### src/rtl/i2c_regseq_pkg.sv
package i2c_regseq_pkg;

  typedef enum logic [2:0] {
    ST_OK      = 3'd0,
    ST_BUSY    = 3'd1,
    ST_NACK    = 3'd2,
    ST_ARB     = 3'd3,
    ST_TIMEOUT = 3'd4,
    ST_INVALID = 3'd5
  } status_e;

  typedef enum logic [1:0] {
    S_IDLE, S_WAIT, S_NEXT, S_NACKSTOP
  } fsm_e;

  typedef enum logic [2:0] {
    PH_ADDR, PH_SUB, PH_WDATA, PH_RSTART, PH_RDATA
  } phase_e;

  typedef struct packed {
    logic       start;
    logic       write;
    logic       read;
    logic       stop;
    logic       nack;
    logic [7:0] data;
  } cmd_t;

endpackage

### src/rtl/i2c_regseq_buf.sv
module i2c_regseq_buf #(
  parameter int DEPTH = 16,
  localparam int IDX_W = $clog2(DEPTH)
) (
  input  logic             clk,
  input  logic             host_we,
  input  logic [IDX_W-1:0] host_idx,
  input  logic [7:0]       host_wdata,
  input  logic             cap_we,
  input  logic [IDX_W-1:0] cap_idx,
  input  logic [7:0]       cap_data,
  input  logic [IDX_W-1:0] rd_idx_a,
  output logic [7:0]       rd_data_a,
  input  logic [IDX_W-1:0] rd_idx_b,
  output logic [7:0]       rd_data_b
);

  logic [7:0] mem_q [DEPTH];

  // capture from the bus takes priority over host writes
  for (genvar g = 0; g < DEPTH; g++) begin : g_entry
    logic       en;
    logic [7:0] wd;
    always_comb begin
      en = 1'b0;
      wd = host_wdata;
      if (cap_we && cap_idx == IDX_W'(g)) begin
        en = 1'b1;
        wd = cap_data;
      end else if (host_we && host_idx == IDX_W'(g)) begin
        en = 1'b1;
      end
    end
    always_ff @(posedge clk) begin
      if (en) mem_q[g] <= wd;
    end
  end

  assign rd_data_a = mem_q[rd_idx_a];
  assign rd_data_b = mem_q[rd_idx_b];

endmodule

### src/rtl/i2c_regseq_wdog.sv
module i2c_regseq_wdog #(
  parameter int LIMIT = 5000,
  localparam int CW = $clog2(LIMIT + 1)
) (
  input  logic clk,
  input  logic rst_n,
  input  logic run,
  output logic expire
);

  logic [CW-1:0] cnt_q, cnt_d;

  always_comb begin
    cnt_d = '0;
    if (run && !expire) cnt_d = cnt_q + 1'b1;
  end

  always_ff @(posedge clk or negedge rst_n) begin
    if (!rst_n) cnt_q <= '0;
    else        cnt_q <= cnt_d;
  end

  assign expire = run && (cnt_q == CW'(LIMIT - 1));

  a_r11_cnt_bound: assert property (@(posedge clk) disable iff (!rst_n)
    cnt_q < CW'(LIMIT));

endmodule

### src/rtl/i2c_regseq_subreg.sv
module i2c_regseq_subreg #(
  parameter int CNT_W = 5
) (
  input  logic             clk,
  input  logic             rst_n,
  input  logic             load,
  input  logic [31:0]      load_val,
  input  logic [2:0]       load_len,
  input  logic             busy,
  input  logic             inc_valid,
  input  logic [CNT_W-1:0] inc_amount,
  output logic [31:0]      sub_addr,
  output logic [2:0]       sub_len
);

  logic [31:0] addr_q, addr_d;
  logic [2:0]  len_q, len_d;

  always_comb begin
    addr_d = addr_q;
    len_d  = len_q;
    if (inc_valid) begin
      addr_d = addr_q + 32'(inc_amount);
    end else if (load && !busy && load_len <= 3'd4) begin
      addr_d = load_val;
      len_d  = load_len;
    end
  end

  always_ff @(posedge clk or negedge rst_n) begin
    if (!rst_n) begin
      addr_q <= '0;
      len_q  <= '0;
    end else begin
      addr_q <= addr_d;
      len_q  <= len_d;
    end
  end

  assign sub_addr = addr_q;
  assign sub_len  = len_q;

  a_r3_len_max: assert property (@(posedge clk) disable iff (!rst_n)
    len_q <= 3'd4);

endmodule

### src/rtl/i2c_regseq_fsm.sv
module i2c_regseq_fsm
  import i2c_regseq_pkg::*;
#(
  parameter int BUF_DEPTH = 16,
  parameter int REQ_LEN_W = 8,
  localparam int IDX_W = $clog2(BUF_DEPTH),
  localparam int CNT_W = $clog2(BUF_DEPTH + 1)
) (
  input  logic                 clk,
  input  logic                 rst_n,
  input  logic                 req_valid,
  input  logic [6:0]           req_dev_addr,
  input  logic                 req_read,
  input  logic [REQ_LEN_W-1:0] req_len,
  input  logic                 req_ten_bit,
  input  logic                 req_ignore_nack,
  input  logic                 bus_free,
  input  logic [31:0]          sub_addr,
  input  logic [2:0]           sub_len,
  input  logic                 wd_expire,
  output logic                 wd_run,
  input  logic                 eng_done,
  input  logic                 eng_nack,
  input  logic                 eng_arb_lost,
  input  logic [7:0]           eng_rx_byte,
  output logic [IDX_W-1:0]     buf_idx,
  input  logic [7:0]           buf_data,
  output logic                 cap_we,
  output logic [IDX_W-1:0]     cap_idx,
  output logic [7:0]           cap_data,
  output logic                 cmd_valid,
  output cmd_t                 cmd,
  output logic                 eng_enable,
  output logic                 busy,
  output logic                 done,
  output logic [2:0]           status,
  output logic [CNT_W-1:0]     xfer_len,
  output logic                 inc_valid,
  output logic [CNT_W-1:0]     inc_amount
);

  fsm_e       state_q, state_d;
  phase_e     phase_q, phase_d;
  logic [31:0] sh_q, sh_d;
  logic [2:0]  rem_q, rem_d;
  logic [CNT_W-1:0] idx_q, idx_d, len_q, len_d, xlen_q, xlen_d, eff_len;
  logic        rd_q, rd_d, ign_q, ign_d, lastwr_q, lastwr_d;
  logic [6:0]  addr_q, addr_d;
  logic        cmd_valid_q, cmd_valid_d, done_q, done_d, en_q, en_d;
  cmd_t        cmd_q, cmd_d;
  status_e     status_q, status_d;
  logic [5:0]  sh_amt;

  always_comb begin
    if (req_len > REQ_LEN_W'(BUF_DEPTH)) eff_len = CNT_W'(BUF_DEPTH);
    else                                 eff_len = CNT_W'(req_len);
    sh_amt = {(3'd4 - sub_len), 3'b000};
  end

  always_comb begin
    state_d = state_q;  phase_d = phase_q;  sh_d = sh_q;  rem_d = rem_q;
    idx_d = idx_q;  len_d = len_q;  rd_d = rd_q;  ign_d = ign_q;
    addr_d = addr_q;  lastwr_d = lastwr_q;  xlen_d = xlen_q;
    status_d = status_q;
    cmd_valid_d = 1'b0;  cmd_d = '0;  done_d = 1'b0;
    inc_valid = 1'b0;  cap_we = 1'b0;
    unique case (state_q)
      S_IDLE: begin
        if (req_valid) begin
          if (req_ten_bit || req_len == '0) begin
            done_d = 1'b1;  status_d = ST_INVALID;  xlen_d = '0;
          end else if (!bus_free) begin
            done_d = 1'b1;  status_d = ST_BUSY;  xlen_d = '0;
          end else begin
            addr_d = req_dev_addr;  rd_d = req_read;  ign_d = req_ignore_nack;
            len_d = eff_len;  idx_d = '0;  rem_d = sub_len;
            sh_d = sub_addr << sh_amt;  phase_d = PH_ADDR;  lastwr_d = 1'b1;
            cmd_valid_d = 1'b1;  cmd_d.start = 1'b1;  cmd_d.write = 1'b1;
            cmd_d.data = {req_dev_addr, 1'b0};
            state_d = S_WAIT;
          end
        end
      end
      S_WAIT: begin
        if (eng_done) begin
          if (eng_arb_lost) begin
            done_d = 1'b1;  status_d = ST_ARB;  xlen_d = '0;  state_d = S_IDLE;
          end else if (eng_nack && lastwr_q && !ign_q) begin
            state_d = S_NACKSTOP;
          end else begin
            cap_we  = (phase_q == PH_RDATA);
            state_d = S_NEXT;
          end
        end else if (wd_expire) begin
          done_d = 1'b1;  status_d = ST_TIMEOUT;  xlen_d = '0;  state_d = S_IDLE;
        end
      end
      S_NACKSTOP: begin
        cmd_valid_d = 1'b1;  cmd_d.stop = 1'b1;
        done_d = 1'b1;  status_d = ST_NACK;  xlen_d = '0;  state_d = S_IDLE;
      end
      S_NEXT: begin
        state_d = S_WAIT;
        if (rem_q != 3'd0) begin
          cmd_valid_d = 1'b1;  cmd_d.write = 1'b1;  cmd_d.data = sh_q[31:24];
          sh_d = sh_q << 8;  rem_d = rem_q - 1'b1;  phase_d = PH_SUB;  lastwr_d = 1'b1;
        end else if (rd_q && phase_q != PH_RSTART && phase_q != PH_RDATA) begin
          cmd_valid_d = 1'b1;  cmd_d.start = 1'b1;  cmd_d.write = 1'b1;
          cmd_d.data = {addr_q, 1'b1};  phase_d = PH_RSTART;  lastwr_d = 1'b1;
        end else if (idx_q < len_q) begin
          cmd_valid_d = 1'b1;
          if (rd_q) begin
            cmd_d.read = 1'b1;
            cmd_d.stop = (idx_q == len_q - 1'b1);
            cmd_d.nack = (idx_q == len_q - 1'b1);
            phase_d = PH_RDATA;  lastwr_d = 1'b0;
          end else begin
            cmd_d.write = 1'b1;
            cmd_d.stop  = (idx_q == len_q - 1'b1);
            cmd_d.data  = buf_data;
            phase_d = PH_WDATA;  lastwr_d = 1'b1;
          end
          idx_d = idx_q + 1'b1;
        end else begin
          done_d = 1'b1;  status_d = ST_OK;  xlen_d = len_q;
          inc_valid = 1'b1;  state_d = S_IDLE;
        end
      end
      default: state_d = S_IDLE;
    endcase
    en_d = (state_d != S_IDLE) || cmd_valid_d;
  end

  always_ff @(posedge clk or negedge rst_n) begin
    if (!rst_n) begin
      state_q <= S_IDLE;  phase_q <= PH_ADDR;  sh_q <= '0;  rem_q <= '0;
      idx_q <= '0;  len_q <= '0;  rd_q <= 1'b0;  ign_q <= 1'b0;
      addr_q <= '0;  lastwr_q <= 1'b0;  xlen_q <= '0;  status_q <= ST_OK;
      cmd_valid_q <= 1'b0;  cmd_q <= '0;  done_q <= 1'b0;  en_q <= 1'b0;
    end else begin
      state_q <= state_d;  phase_q <= phase_d;  sh_q <= sh_d;  rem_q <= rem_d;
      idx_q <= idx_d;  len_q <= len_d;  rd_q <= rd_d;  ign_q <= ign_d;
      addr_q <= addr_d;  lastwr_q <= lastwr_d;  xlen_q <= xlen_d;  status_q <= status_d;
      cmd_valid_q <= cmd_valid_d;  cmd_q <= cmd_d;  done_q <= done_d;  en_q <= en_d;
    end
  end

  assign wd_run     = (state_q == S_WAIT);
  assign busy       = (state_q != S_IDLE);
  assign buf_idx    = idx_q[IDX_W-1:0];
  assign cap_idx    = IDX_W'(idx_q - 1'b1);
  assign cap_data   = eng_rx_byte;
  assign cmd_valid  = cmd_valid_q;
  assign cmd        = cmd_q;
  assign eng_enable = en_q;
  assign done       = done_q;
  assign status     = status_q;
  assign xfer_len   = xlen_q;
  assign inc_amount = len_q;

  a_r2_first_start: assert property (@(posedge clk) disable iff (!rst_n)
    (cmd_valid_q && !$past(en_q)) |-> (cmd_q.start && cmd_q.write && !cmd_q.data[0]));
  a_r4_cmd_excl: assert property (@(posedge clk) disable iff (!rst_n)
    cmd_valid_q |-> !(cmd_q.write && cmd_q.read));
  a_r6_nack_stop: assert property (@(posedge clk) disable iff (!rst_n)
    (state_q == S_NACKSTOP) |=> (cmd_valid_q && cmd_q.stop && !cmd_q.write &&
                                 !cmd_q.read && done_q && status_q == ST_NACK));
  a_r7_arb_no_stop: assert property (@(posedge clk) disable iff (!rst_n)
    (state_q == S_WAIT && eng_done && eng_arb_lost) |=>
      (done_q && status_q == ST_ARB && !cmd_valid_q));
  a_r8_reject_quiet: assert property (@(posedge clk) disable iff (!rst_n)
    (done_q && (status_q == ST_BUSY || status_q == ST_INVALID)) |-> !cmd_valid_q);
  a_r11_timeout_len: assert property (@(posedge clk) disable iff (!rst_n)
    (done_q && status_q == ST_TIMEOUT) |-> (xlen_q == '0 && !en_q));
  a_r12_len_cap: assert property (@(posedge clk) disable iff (!rst_n)
    done_q |-> (xlen_q <= CNT_W'(BUF_DEPTH)));

endmodule

### src/rtl/i2c_regseq.sv
module i2c_regseq
  import i2c_regseq_pkg::*;
#(
  parameter int BUF_DEPTH   = 16,
  parameter int REQ_LEN_W   = 8,
  parameter int TIMEOUT_CYC = 5000,
  localparam int IDX_W = $clog2(BUF_DEPTH),
  localparam int CNT_W = $clog2(BUF_DEPTH + 1)
) (
  input  logic                 clk,
  input  logic                 rst_n,
  input  logic                 req_valid,
  input  logic [6:0]           req_dev_addr,
  input  logic                 req_read,
  input  logic [REQ_LEN_W-1:0] req_len,
  input  logic                 req_ten_bit,
  input  logic                 req_ignore_nack,
  input  logic                 sub_load,
  input  logic [31:0]          sub_load_val,
  input  logic [2:0]           sub_load_len,
  input  logic                 buf_we,
  input  logic [IDX_W-1:0]     buf_widx,
  input  logic [7:0]           buf_wdata,
  input  logic [IDX_W-1:0]     buf_ridx,
  output logic [7:0]           buf_rdata,
  input  logic                 bus_free,
  output logic                 eng_enable,
  output logic                 eng_cmd_valid,
  output logic                 eng_cmd_start,
  output logic                 eng_cmd_write,
  output logic                 eng_cmd_read,
  output logic                 eng_cmd_stop,
  output logic                 eng_cmd_nack,
  output logic [7:0]           eng_tx_byte,
  input  logic                 eng_done,
  input  logic                 eng_nack,
  input  logic                 eng_arb_lost,
  input  logic [7:0]           eng_rx_byte,
  output logic                 done,
  output logic [2:0]           status,
  output logic [CNT_W-1:0]     xfer_len,
  output logic [31:0]          sub_addr
);

  logic rst_s1_q, rst_s2_q;
  always_ff @(posedge clk or negedge rst_n) begin
    if (!rst_n) begin
      rst_s1_q <= 1'b0;
      rst_s2_q <= 1'b0;
    end else begin
      rst_s1_q <= 1'b1;
      rst_s2_q <= rst_s1_q;
    end
  end

  logic             wd_run, wd_expire, busy, cap_we, inc_valid;
  logic [IDX_W-1:0] fsm_idx, cap_idx;
  logic [7:0]       fsm_data, cap_data;
  logic [2:0]       sub_len;
  logic [CNT_W-1:0] inc_amount;
  cmd_t             cmd;

  i2c_regseq_buf #(.DEPTH(BUF_DEPTH)) u_buf (
    .clk(clk), .host_we(buf_we), .host_idx(buf_widx), .host_wdata(buf_wdata),
    .cap_we(cap_we), .cap_idx(cap_idx), .cap_data(cap_data),
    .rd_idx_a(fsm_idx), .rd_data_a(fsm_data),
    .rd_idx_b(buf_ridx), .rd_data_b(buf_rdata)
  );

  i2c_regseq_wdog #(.LIMIT(TIMEOUT_CYC)) u_wdog (
    .clk(clk), .rst_n(rst_s2_q), .run(wd_run), .expire(wd_expire)
  );

  i2c_regseq_subreg #(.CNT_W(CNT_W)) u_sub (
    .clk(clk), .rst_n(rst_s2_q), .load(sub_load), .load_val(sub_load_val),
    .load_len(sub_load_len), .busy(busy), .inc_valid(inc_valid),
    .inc_amount(inc_amount), .sub_addr(sub_addr), .sub_len(sub_len)
  );

  i2c_regseq_fsm #(.BUF_DEPTH(BUF_DEPTH), .REQ_LEN_W(REQ_LEN_W)) u_fsm (
    .clk(clk), .rst_n(rst_s2_q),
    .req_valid(req_valid), .req_dev_addr(req_dev_addr), .req_read(req_read),
    .req_len(req_len), .req_ten_bit(req_ten_bit), .req_ignore_nack(req_ignore_nack),
    .bus_free(bus_free), .sub_addr(sub_addr), .sub_len(sub_len),
    .wd_expire(wd_expire), .wd_run(wd_run),
    .eng_done(eng_done), .eng_nack(eng_nack), .eng_arb_lost(eng_arb_lost),
    .eng_rx_byte(eng_rx_byte), .buf_idx(fsm_idx), .buf_data(fsm_data),
    .cap_we(cap_we), .cap_idx(cap_idx), .cap_data(cap_data),
    .cmd_valid(eng_cmd_valid), .cmd(cmd), .eng_enable(eng_enable), .busy(busy),
    .done(done), .status(status), .xfer_len(xfer_len),
    .inc_valid(inc_valid), .inc_amount(inc_amount)
  );

  assign eng_cmd_start = cmd.start;
  assign eng_cmd_write = cmd.write;
  assign eng_cmd_read  = cmd.read;
  assign eng_cmd_stop  = cmd.stop;
  assign eng_cmd_nack  = cmd.nack;
  assign eng_tx_byte   = cmd.data;

endmodule

### config.mk
export PLATFORM = sky130hd
export DESIGN_NAME = i2c_regseq
export DESIGN_NICKNAME = d
export VERILOG_FILES = /design/src/rtl/i2c_regseq_pkg.sv /design/src/rtl/i2c_regseq_buf.sv /design/src/rtl/i2c_regseq_wdog.sv /design/src/rtl/i2c_regseq_subreg.sv /design/src/rtl/i2c_regseq_fsm.sv /design/src/rtl/i2c_regseq.sv
export SDC_FILE = /design/constraint.sdc
export NUM_CORES = 1
export LEC_CHECK = 0
export ABC_AREA = 1
export CORE_ASPECT_RATIO = 2
export CORE_MARGIN = 5
export CORE_UTILIZATION = 40
export DETAILED_ROUTE_END_ITERATION = 6
export GPL_ROUTABILITY_DRIVEN = 0
export PLACE_DENSITY = 0.6
export SLEW_MARGIN = 20
export SYNTH_ARGS = -nofsm -noshare
export SYNTH_HDL_FRONTEND = slang
export SYNTH_SLANG_ARGS = --single-unit
export TNS_END_PERCENT = 10
### constraint.sdc
create_clock -name clk -period 4.4 [get_ports clk]
set_input_delay 0.88 -clock clk [delete_from_list [all_inputs] [get_ports clk]]
set_output_delay 0.88 -clock clk [all_outputs]
set_load 0.02 [all_outputs]
==> Word level (Yosys, flattened, before mapping) <==
Memory sizes are Yosys's and may differ from the RTL's.
Cells that the tools add are included.
{ "totals": {"regBits": 134, "ramBits": 128, "in_bits": 86, "output_inout_bits": 64, "word_cells": 343, "n_memories": 1} }
{ "mem_list": {"columns": ["memory", "words", "width", "read_ports", "rd_ports_with_merged_regs", "wr", "line_no", "text"], "rows": [
  ["u_buf.mem_q", 16, 8, 2, 0, 16, "i2c_regseq_buf.sv:18", "logic [7:0] mem_q [DEPTH];"]
]} }
{ "op_classes": {"addsub": 7, "order_cmp": 3, "eq_ne": 50, "n_shift": 1, "n_mux": 193, "bitwise": 2, "n_reduce_logical": 60} }
{ "op_table": {"columns": ["cell", "n"], "rows": [
  ["32-bit 2-to-1 mux", 6],
  ["8-bit 2-to-1 mux", 22],
  ["1-bit 2-to-1 mux", 101],
  ["5-bit 2-to-1 mux", 16],
  ["3-bit 2-to-1 mux", 22],
  ["4-bit equality test, second input constant", 16],
  ["32-bit one-hot mux with 2 select lines", 1],
  ["1-bit logical AND", 40],
  ["32-bit by 5-bit adder with 32-bit output", 1],
  ["4-bit by 3-bit equality test with 1-bit output, second input constant", 8],
  ["32-bit by 6-bit << shifter with 32-bit output", 1],
  ["2-bit 2-to-1 mux", 11],
  ["5-bit one-hot mux with 4 select lines", 1],
  ["4-bit by 2-bit equality test with 1-bit output, second input constant", 4],
  ["8-bit one-hot mux with 2 select lines", 1],
  ["7-bit AND reduction", 2],
  ["13-bit by 1-bit adder with 13-bit output, second input constant", 1],
  ["13-bit equality test, second input constant", 1],
  ["13-bit 2-to-1 mux", 1],
  ["12-bit 2-to-1 mux", 1],
  ["2-bit inequality test, second input constant", 6],
  ["3-bit one-hot mux with 2 select lines", 2],
  ["3-bit one-hot mux with 4 select lines", 1],
  ["5-bit one-hot mux with 2 select lines", 1],
  ["other kinds (33)", 49]
]} }

==> Logic depth before layout (Yosys ltp) <==
Gate-level depths: netlist (run 1).
{ "depth": {"ltp_word": 10, "ltp_mapped": 14, "depth_no_buf": 12} }

==> Cells and area by module <==
From an unflattened synthesis (run 1), not the netlist that was laid out.
{ "unflattened": {"cells_unflattened": 2378, "hier_area_um2": 16915.0} }
{ "by_module_without_submodules": {"columns": ["module", "instances", "cells_per_inst", "area_each_um2", "seq_area_each_um2"], "rows": [
  ["i2c_regseq_buf", 1, 1170, 8271.7, 3843.7],
  ["i2c_regseq_fsm", 1, 651, 5067.4, 2102.0],
  ["i2c_regseq_subreg", 1, 457, 2807.7, 875.8],
  ["i2c_regseq_wdog", 1, 97, 714.4, 325.3],
  ["i2c_regseq", 1, 3, 53.8, 50.0]
]} }

==> Least setup slack after synthesis (run 1) <==
OpenSTA, ideal clock, no wires.
{ "synth_path": {"path_type": "input to output", "from": "in buf_ridx[0]", "to": "out buf_rdata[4]", "arrival_time_ns": 2.029, "required_time_ns": 3.520, "setup_slack_ns": 1.491, "cell_stages": 6, "n_path_buf": 3, "cell_sequence": "clkbuf_1 buf_2 clkbuf_1 a21oi_1 o221ai_1 nand2_1"} }
{ "synth_between": {"elab_chain_cells": 1} }
{ "synth_lines": {"columns": ["element", "line_no", "text"], "rows": [
  ["start: declaration", "i2c_regseq.sv:24", "input logic [IDX_W-1:0] buf_ridx,"],
  ["memory 16 x 8 bit", null, null],
  ["end: declaration", "i2c_regseq.sv:25", "output logic [7:0] buf_rdata,"]
]} }
No other way between the ends.

==> Worst setup path after layout (run 1) <==
{ "layout_path": {"from": "in buf_ridx[1]", "to": "out buf_rdata[1]"} }
Same word-level chain as after synthesis.

==> results of run 1 <==
==> metal layers <==
metal	routed length [um]	track usage, %	part of all wire, %	vias up
li1	-	-	-	7490
met1	19400	24.7	32	7090
met2	32900	50.7	53	633
met3	3050	3.10	4.9	221
met4	6230	21.9	10	0
met5	0	0	0	-
==> power by group <==
group | switching, W | total [W] | leakage [nW] | internal, W
clock network | 0.000961 | 0.00222 | 0.409 | 0.00126
logic | 0.00225 | 0.00353 | 5.40 | 0.00128
registers | 0.000570 | 0.00356 | 2.91 | 0.00299
==> state kept, by name, summed over array words and instances, names as in the netlist, 2 cells and up <==
signal / count
u_buf.mem_q: 128
u_fsm.sh_q: 32
u_sub.sub_addr: 32
u_fsm.cmd: 13
u_wdog.cnt_q: 13
u_fsm.addr_q: 7
u_fsm.idx_q: 5
u_fsm.inc_amount: 5
u_fsm.xfer_len: 5
u_fsm.phase_q: 3
u_fsm.rem_q: 3
u_fsm.status: 3
u_sub.sub_len: 3
u_fsm.state_q: 2
==> logic make-up after synthesis <==
| logic type | share of synthesized area (%) |
|---|---|
| AOI/OAI and AO/OA | 14.5 |
| xor gates and xnor gates | 1.25 |
| adders and majority gates | 1.73 |
| buffers and inverters | 9.15 |
| DFF | 44.0 |
| muxes | 0.123 |
| other | 0.0229 |
| and+or+nand+nor | 29.1 |
==> critical path, stage by stage <==
cell and delay (ns):
clkdlybuf4s50_1 0.68, buf_4 0.28, o21ai_0 0.13, a21oi_1 0.18
o221ai_1 0.19, nand2_1 0.13, clkdlybuf4s50_1 0.62
==> cells in the final DEF (no fill, tap or decap), types with 27 or more instances in the layout <==
cell / synthesis / layout
a21oi_1: 95 / 95
dfrtp_1: 134 / 132
o21ai_1: 61 / 68
clkdlybuf4s50_1: 0 / 148
nand2_1: 695 / 695
inv_1: 241 / 241
clkbuf_16: 0 / 27
edfxtp_1: 128 / 128
nor2_1: 119 / 119
nand3_1: 211 / 211
o21ai_0: 228 / 221
==> layout make-up <==
type	instances	area [um2]
timing repair buffer	177	1720
inverter	258	978
tap	530	663
multi-input combinational	1594	7650
fill	4066	21300
clock buffer	36	727
clock inverter	9	93.8
sequential	262	7200
==> per-stage QoR <==
stage,hold WS (ns),total power (W),instance area [um2]
2_1_floorplan,0.331,0.00575,16300
3_3_place_gp,0.338,0.00707,18200
3_5_place_dp,0.349,0.00713,18200
4_1_cts,0.363,0.00937,19000
5_1_grt,0.361,0.00991,19000
6_report,0.357,0.00932,19000
==> path summary, 6_finish.rpt <==
path                                start                  to  slack [ns]
setup / recovery              buf_ridx[1]        buf_rdata[1]        0.41
hold / removal                   rst_s1_q            rst_s2_q        0.36
setup reg to reg           u_fsm.idx_q[2]  u_sub.sub_addr[10]        1.07
hold reg to reg                  rst_s1_q            rst_s2_q        0.36
max in group asynchronous        rst_s2_q        u_fsm.cmd[3]        2.99
min in group asynchronous        rst_s2_q   u_sub.sub_addr[0]        0.48
==> results.ini, run 1 <==
[global_route]
grt_pass1_wl_um = 90400
grt_pass1_vias = 14700
grt_max_degree = 84
grt_overflow = 0
grtUsageTotal_pct = 26.4
antenna_found_initial = 0

[clock_tree]
clock-sinks = 262
cts_tree = built
clock_latency_ns = 0.56
cts-htree-levels = 1
clock-root-buffer = clkbuf_16
cts_buffer_depth = 3
ctsResizeCount = 0
cts_hold_buf = 0
post_cts_buffers = 0
numCtsBuffers = 26
clk_pin_slew_ns = 0.06

[min_path]
holdCritPathClass = reg2reg
hold_path_depth = 0

[route]
drtIter0Drc = 1208
drc = 0
num_vias = 15400
postRouteAntennaNets = 0
dr.pass1.iters = 6
viasPerCell = 5.39
wl_per_cell_um = 21.5
drt-total-wl_um = 61700

[yosys]
synthCells = 2231
synthDistinctLibCells = 49
synth.top_cell.area_share_pct = 23.5
synthTopCellsByArea = edfxtp_1 24%, dfrtp_1 21%, nand2_1 16%
synth_warnings = 0
async_flop_share_pct = 51.1
synth_nets = 2339
synth.cell_area_mm2 = 0.0163
ys.flop_type = dfrtp_1
yosysTopAreaCell = edfxtp_1
yosysMostFrequentCell = nand2_1
synth_edf_count = 128
avgSynthCellArea_um2 = 7.32
ys_ff_latch = 262
synth_common_cells = 695 x nand2_1, 241 x inv_1, 228 x o21ai_0
ys_seq_area_share_pct = 44.0

[layout]
fin_util_pct = 47.2
diodes = 0
nets = 2427
syn_to_final_growth_pct = 16.5
final_cells = 2866
drive_gt1_share_pct = 5.52

[timing]
tightest_slew_ns = 1.13
post-route-worst-setup-slack_ns = 0.412
fmax_mhz = 251
period_share_pct = 90.6
fin_skew_ns = 0.0142
slew_viol_final = 0
fin_crit_ns = 3.99
setup_viol_count_final = 0
rsz0062_at_grt = false
max_slew_margin_pct = 24.0
setup_tns_ns = 0
hold_viol = 0

[pwr]
p_leak_nw = 8.72
power.density_mw_per_mm2 = 490
vdd_ir_drop_max_mv = 0.316

[placement]
place_ws_ns = 0.456
io_buffers = 149
place_hpwl_um = 47400
dp.cells = 2821

[critical_path]
critPathArrivalTime_ns = 3.11
end_kind = primary output
cp_max_fo = 17
path_class = in2out
reg2reg_depth = 11
start_kind = primary input
cp.required_ns = 3.52

[floorplanning]
core_mm2 = 0.0403
ios = 150
num_rows = 104
initial_utilization_pct = 40.5
die_area_mm2 = 0.0452
fp.dieH_um = 296
die_w_um = 153

[job]
drv_cap = 0

[run_status]
outcome = complete, no violations

(Power assumes the default switching activity.)
==> run 2, diff against run 1 <==
CORE_MARGIN = 8   (was 5)
==> results.ini, run 2 (synthesis results as in run 1) <==
[run_status]
outcome = complete, but fails checks
failed_checks = design-rule violations

[timing]
fin_crit_ns = 3.97
setup_viol_count_final = 0
period_share_pct = 90.2
tightest_slew_ns = 1.05
hold_viol = 0
setup_tns_ns = 0
fin_skew_ns = 0.0112
slew_viol_final = 0
fmax_mhz = 252
max_slew_margin_pct = 29.6
rsz0062_at_grt = false

[clock_tree]
cts-htree-levels = 1
cts_buffer_depth = 3
clk_pin_slew_ns = 0.06
ctsResizeCount = 0
clock-root-buffer = clkbuf_16
cts_tree = built
cts_hold_buf = 0
post_cts_buffers = 0
clock-sinks = 262
clock_latency_ns = 0.56
numCtsBuffers = 26

[layout]
top_register = u_buf.mem_q
nets = 2429
drive_gt1_share_pct = 5.85
syn_to_final_growth_pct = 17.0
final_common_cell = nand2_1
largest_reg_flops = 128
diodes = 0
final_cell_mix = 695 x nand2_1, 241 x inv_1, 222 x o21ai_0
final_cells = 2875

[placement]
place_hpwl_um = 39100
dp.cells = 2828
io_buffers = 149

[pwr]
p_leak_nw = 8.76
power.density_mw_per_mm2 = 488
vdd_ir_drop_max_mv = 0.440

[global_route]
antenna_found_initial = 0
grtUsageTotal_pct = 21.9
grt_overflow = 0
grt_pass1_wl_um = 82800
grt_max_degree = 84
grt_pass1_vias = 14100

[floorplanning]
initial_utilization_pct = 40.1
fp.dieH_um = 302
core_mm2 = 0.0407
num_rows = 105
die_w_um = 159
ios = 150
die_area_mm2 = 0.0480

[route]
drt-total-wl_um = 53900
drc = 7
num_vias = 15100
drtIter0Drc = 1453
wl_per_cell_um = 18.7
postRouteAntennaNets = 0
dr.pass1.iters = 7
viasPerCell = 5.27

[critical_path]
path_class = in2out
cp_top_family = buffers and inverters
ff2ff_setup_slack_ns = 1.41
cp_common_cell = clkdlybuf4s50_1
worst-path-buf-inv = 3
timing.critical_path.slowest_stage_cell = clkdlybuf4s50_1
start_kind = primary input
cp.required_ns = 3.52
critPathArrivalTime_ns = 3.09
path_cells = clkdlybuf4s50_1 -> buf_4 -> o21ai_0 -> a21oi_1 -> o221ai_1 -> nand2_1 -> clkdlybuf4s50_1
slowest_delay_ns = 0.61
cp_max_fo = 35
end_kind = primary output

[job]
drv_cap = 0

[min_path]
holdCritPathClass = reg2reg

-- run 2: metal layers --
metal	routed length, um	vias to the layer above	part of all wire, %	global-route usage, %
li1	-	7490	-	-
met1	24500	6933	45	30.9
met2	23100	638	43	33.1
met3	4890	78	9.1	4.47
met4	1430	0	2.6	6.99
met5	0	-	0	0
-- run 2: stage by stage --
| stage | cell area [um2] | power [W] | setup slack, ns | util, % | hold WS, ns |
|---|---|---|---|---|---|
| 2_1_floorplan | 16300 | 0.00575 | 0.390 | - | 0.331 |
| 3_3_place_gp | 18200 | 0.00699 | 0.484 | 44.8 | 0.335 |
| 3_5_place_dp | 18200 | 0.00702 | 0.452 | 44.8 | 0.342 |
| 4_1_cts | 19100 | 0.00938 | 0.440 | 47.0 | 0.357 |
| 5_1_grt | 19100 | 0.00996 | 0.258 | 47.0 | 0.358 |
| 6_report | 19100 | 0.00933 | 0.431 | 47.0 | 0.351 |
-- run 2: cell type report --
cell class	instances	area, um2
Fill cell	4078	21600
Multi-Input combinational cell	1594	7670
Sequential cell	262	7200
Timing Repair Buffer	179	1730
Inverter	258	978
Clock buffer	39	781
Tap cell	535	669
Clock inverter	8	97.6
-- run 2: final timing paths --
kind	start	cells past startpoint	end
worst max-delay path	buf_ridx[1]	7	buf_rdata[6]
worst min-delay path	rst_s1_q	0	rst_s2_q
worst max register to register	u_fsm.idx_q[0]	12	u_sub.sub_addr[4]
worst min register to register	rst_s1_q	0	rst_s2_q
max in group asynchronous	rst_s2_q	1	u_fsm.sh_q[31]
min in group asynchronous	rst_s2_q	0	u_fsm.inc_amount[0]
-- run 2: power breakdown --
group | leakage, nW | internal, W | switching (W)
combinational | 5.42 | 0.00127 | 0.00221
clock | 0.435 | 0.00134 | 0.000993
sequential | 2.91 | 0.00299 | 0.000518
total | 8.76 | 0.00561 | 0.00373
==> run 3, diff against run 2 <==
CTS_BUF_LIST = sky130_fd_sc_hd__clkbuf_4   (was not set)
==> results.ini, run 3 (synthesis results as in run 1) <==
[clock_tree]
clock-root-buffer = clkbuf_4
cts_buffer_depth = 3
clk_pin_slew_ns = 0.07
numCtsBuffers = 67
clock-sinks = 262
cts_tree = built
ctsResizeCount = 0
clock_latency_ns = 0.76
post_cts_buffers = 0
cts-htree-levels = 3
cts_hold_buf = 0

[floorplanning]
ios = 150
num_rows = 105
die_area_mm2 = 0.0480
initial_utilization_pct = 40.1
core_mm2 = 0.0407
fp.dieH_um = 302
die_w_um = 159

[pwr]
p_int_w = 0.00547
sw_frac_of_total_pct = 41.0
p_seq_share_pct = 37.9
p_leak_nw = 8.84
clkPwrFrac_pct = 24.4
vdd_ir_drop_max_mv = 0.337
pwr-share-comb_pct = 37.7
p_switching_w = 0.00380
power.density_mw_per_mm2 = 485

[route]
dr.pass1.iters = 7
drtIter0Drc = 1601
postRouteAntennaNets = 0
viasPerCell = 5.24
wl_per_cell_um = 18.5
num_vias = 15400
drt-total-wl_um = 54500
drc = 2

[placement]
place_hpwl_um = 39100
dp.cells = 2828
place_area_mm2 = 0.0182
io_buffers = 149

[critical_path]
timing.rr.start = u_fsm.idx_q[0]
cp-startpoint = buf_ridx[1]
reg2reg_depth = 8
path_class = in2out
cp.required_ns = 3.52
ff2ff_setup_slack_ns = 1.38
end_kind = primary output
cp-endpoint = buf_rdata[6]
critPathArrivalTime_ns = 3.11
cp_max_fo = 35
start_kind = primary input
r2r_end = u_buf.mem_q[5][2]

[run_status]
outcome = complete, but fails checks
failed_checks = design-rule violations

[timing]
tightest_slew_ns = 1.07
setup_tns_ns = 0
slew_viol_final = 0
fmax_mhz = 250
period_share_pct = 90.8
max_slew_margin_pct = 28.2
hold_viol = 0
rsz0062_at_grt = false
setup_viol_count_final = 0
fin_skew_ns = 0.0497
fin_crit_ns = 3.99

[layout]
nets = 2470
drive_gt1_share_pct = 8.15
final.fill_count = 4114
top_register = u_buf.mem_q
multiInputGateArea_mm2 = 0.00767
seqCellArea_mm2 = 0.00720
syn_to_final_growth_pct = 17.0
largest_reg_flops = 128
final_cells = 2941
final_cell_area_mm2 = 0.0191
final_common_cell = nand2_1
final_cell_mix = 695 x nand2_1, 241 x inv_1, 222 x o21ai_0
fin_util_pct = 47.0

[global_route]
grt_overflow = 0
grtUsageTotal_pct = 22.4
grt_max_degree = 84
grt_pass1_wl_um = 84100
antenna_found_initial = 1
grt_pass1_vias = 14600

[job]
drv_cap = 0

[min_path]
holdCritPathClass = in2async

==> run 3: changes by cell type in the layout (fill, tap and decap cells not counted), sizes merged <==
cell	change
clkbuf	+54
clkinv	+9
bufinv	+2
diode	+1
==> run 3: worst min-delay path by stage <==
stage | from | to | slack, ns | cells past startpoint
finish | rst_n | rst_s2_q | 0.32 | 1
global route | rst_n | rst_s2_q | 0.27 | 1
CTS | rst_n | rst_s2_q | 0.25 | 1
detailed placement | rst_s1_q | rst_s2_q | 0.34 | 0
global placement | rst_s1_q | rst_s2_q | 0.34 | 0
floorplan | rst_s1_q | rst_s2_q | 0.33 | 0
==> run 3: layout make-up <==
cell class                      instances  area share [%]
Clock buffer                           93            3.65
Tap cell                              535            3.50
Clock inverter                         19           0.942
Inverter                              258            5.12
Timing Repair Buffer                  179            9.03
Multi-Input combinational cell       1594            40.1
Sequential cell                       262            37.7
Antenna cell                            1          0.0131
==> run 3: critical path, stage by stage <==
cell and delay (ns):
clkdlybuf4s50_1 0.56, buf_4 0.37, o21ai_0 0.15, a21oi_1 0.16, o221ai_1 0.24, nand2_1 0.14
clkdlybuf4s50_1 0.61
==> run 3: power by group through the flow <==
stage	sequential (W)	clock, W	combinational, W
finish	0.00351	0.00227	0.00349
global route	0.00357	0.00246	0.00393
CTS	0.00351	0.00234	0.00349
detailed placement	0.00356	0	0.00347
global placement	0.00355	0	0.00344
floorplan	0.00359	0	0.00216
==> run 3: layer usage <==
layer / track usage [%] / part of all wire, % / vias to the layer above / routed length [um]
li1: - / - / 7615 / -
met2: 33.2 / 43 / 704 / 23200
met4: 9.07 / 3.0 / 0 / 1650
met5: 0 / 0 / - / 0
met3: 5.90 / 10 / 104 / 5510
met1: 30.7 / 44 / 6997 / 24100
==> run 3: stage by stage <==
| step | hold slack, ns | power (W) | setup WS, ns |
|---|---|---|---|
| finish | 0.321 | 0.00927 | 0.406 |
| global route | 0.271 | 0.00996 | 0.258 |
| CTS | 0.248 | 0.00934 | 0.440 |
| detailed placement | 0.342 | 0.00702 | 0.452 |
| global placement | 0.335 | 0.00699 | 0.484 |
| floorplan | 0.331 | 0.00575 | 0.390 |
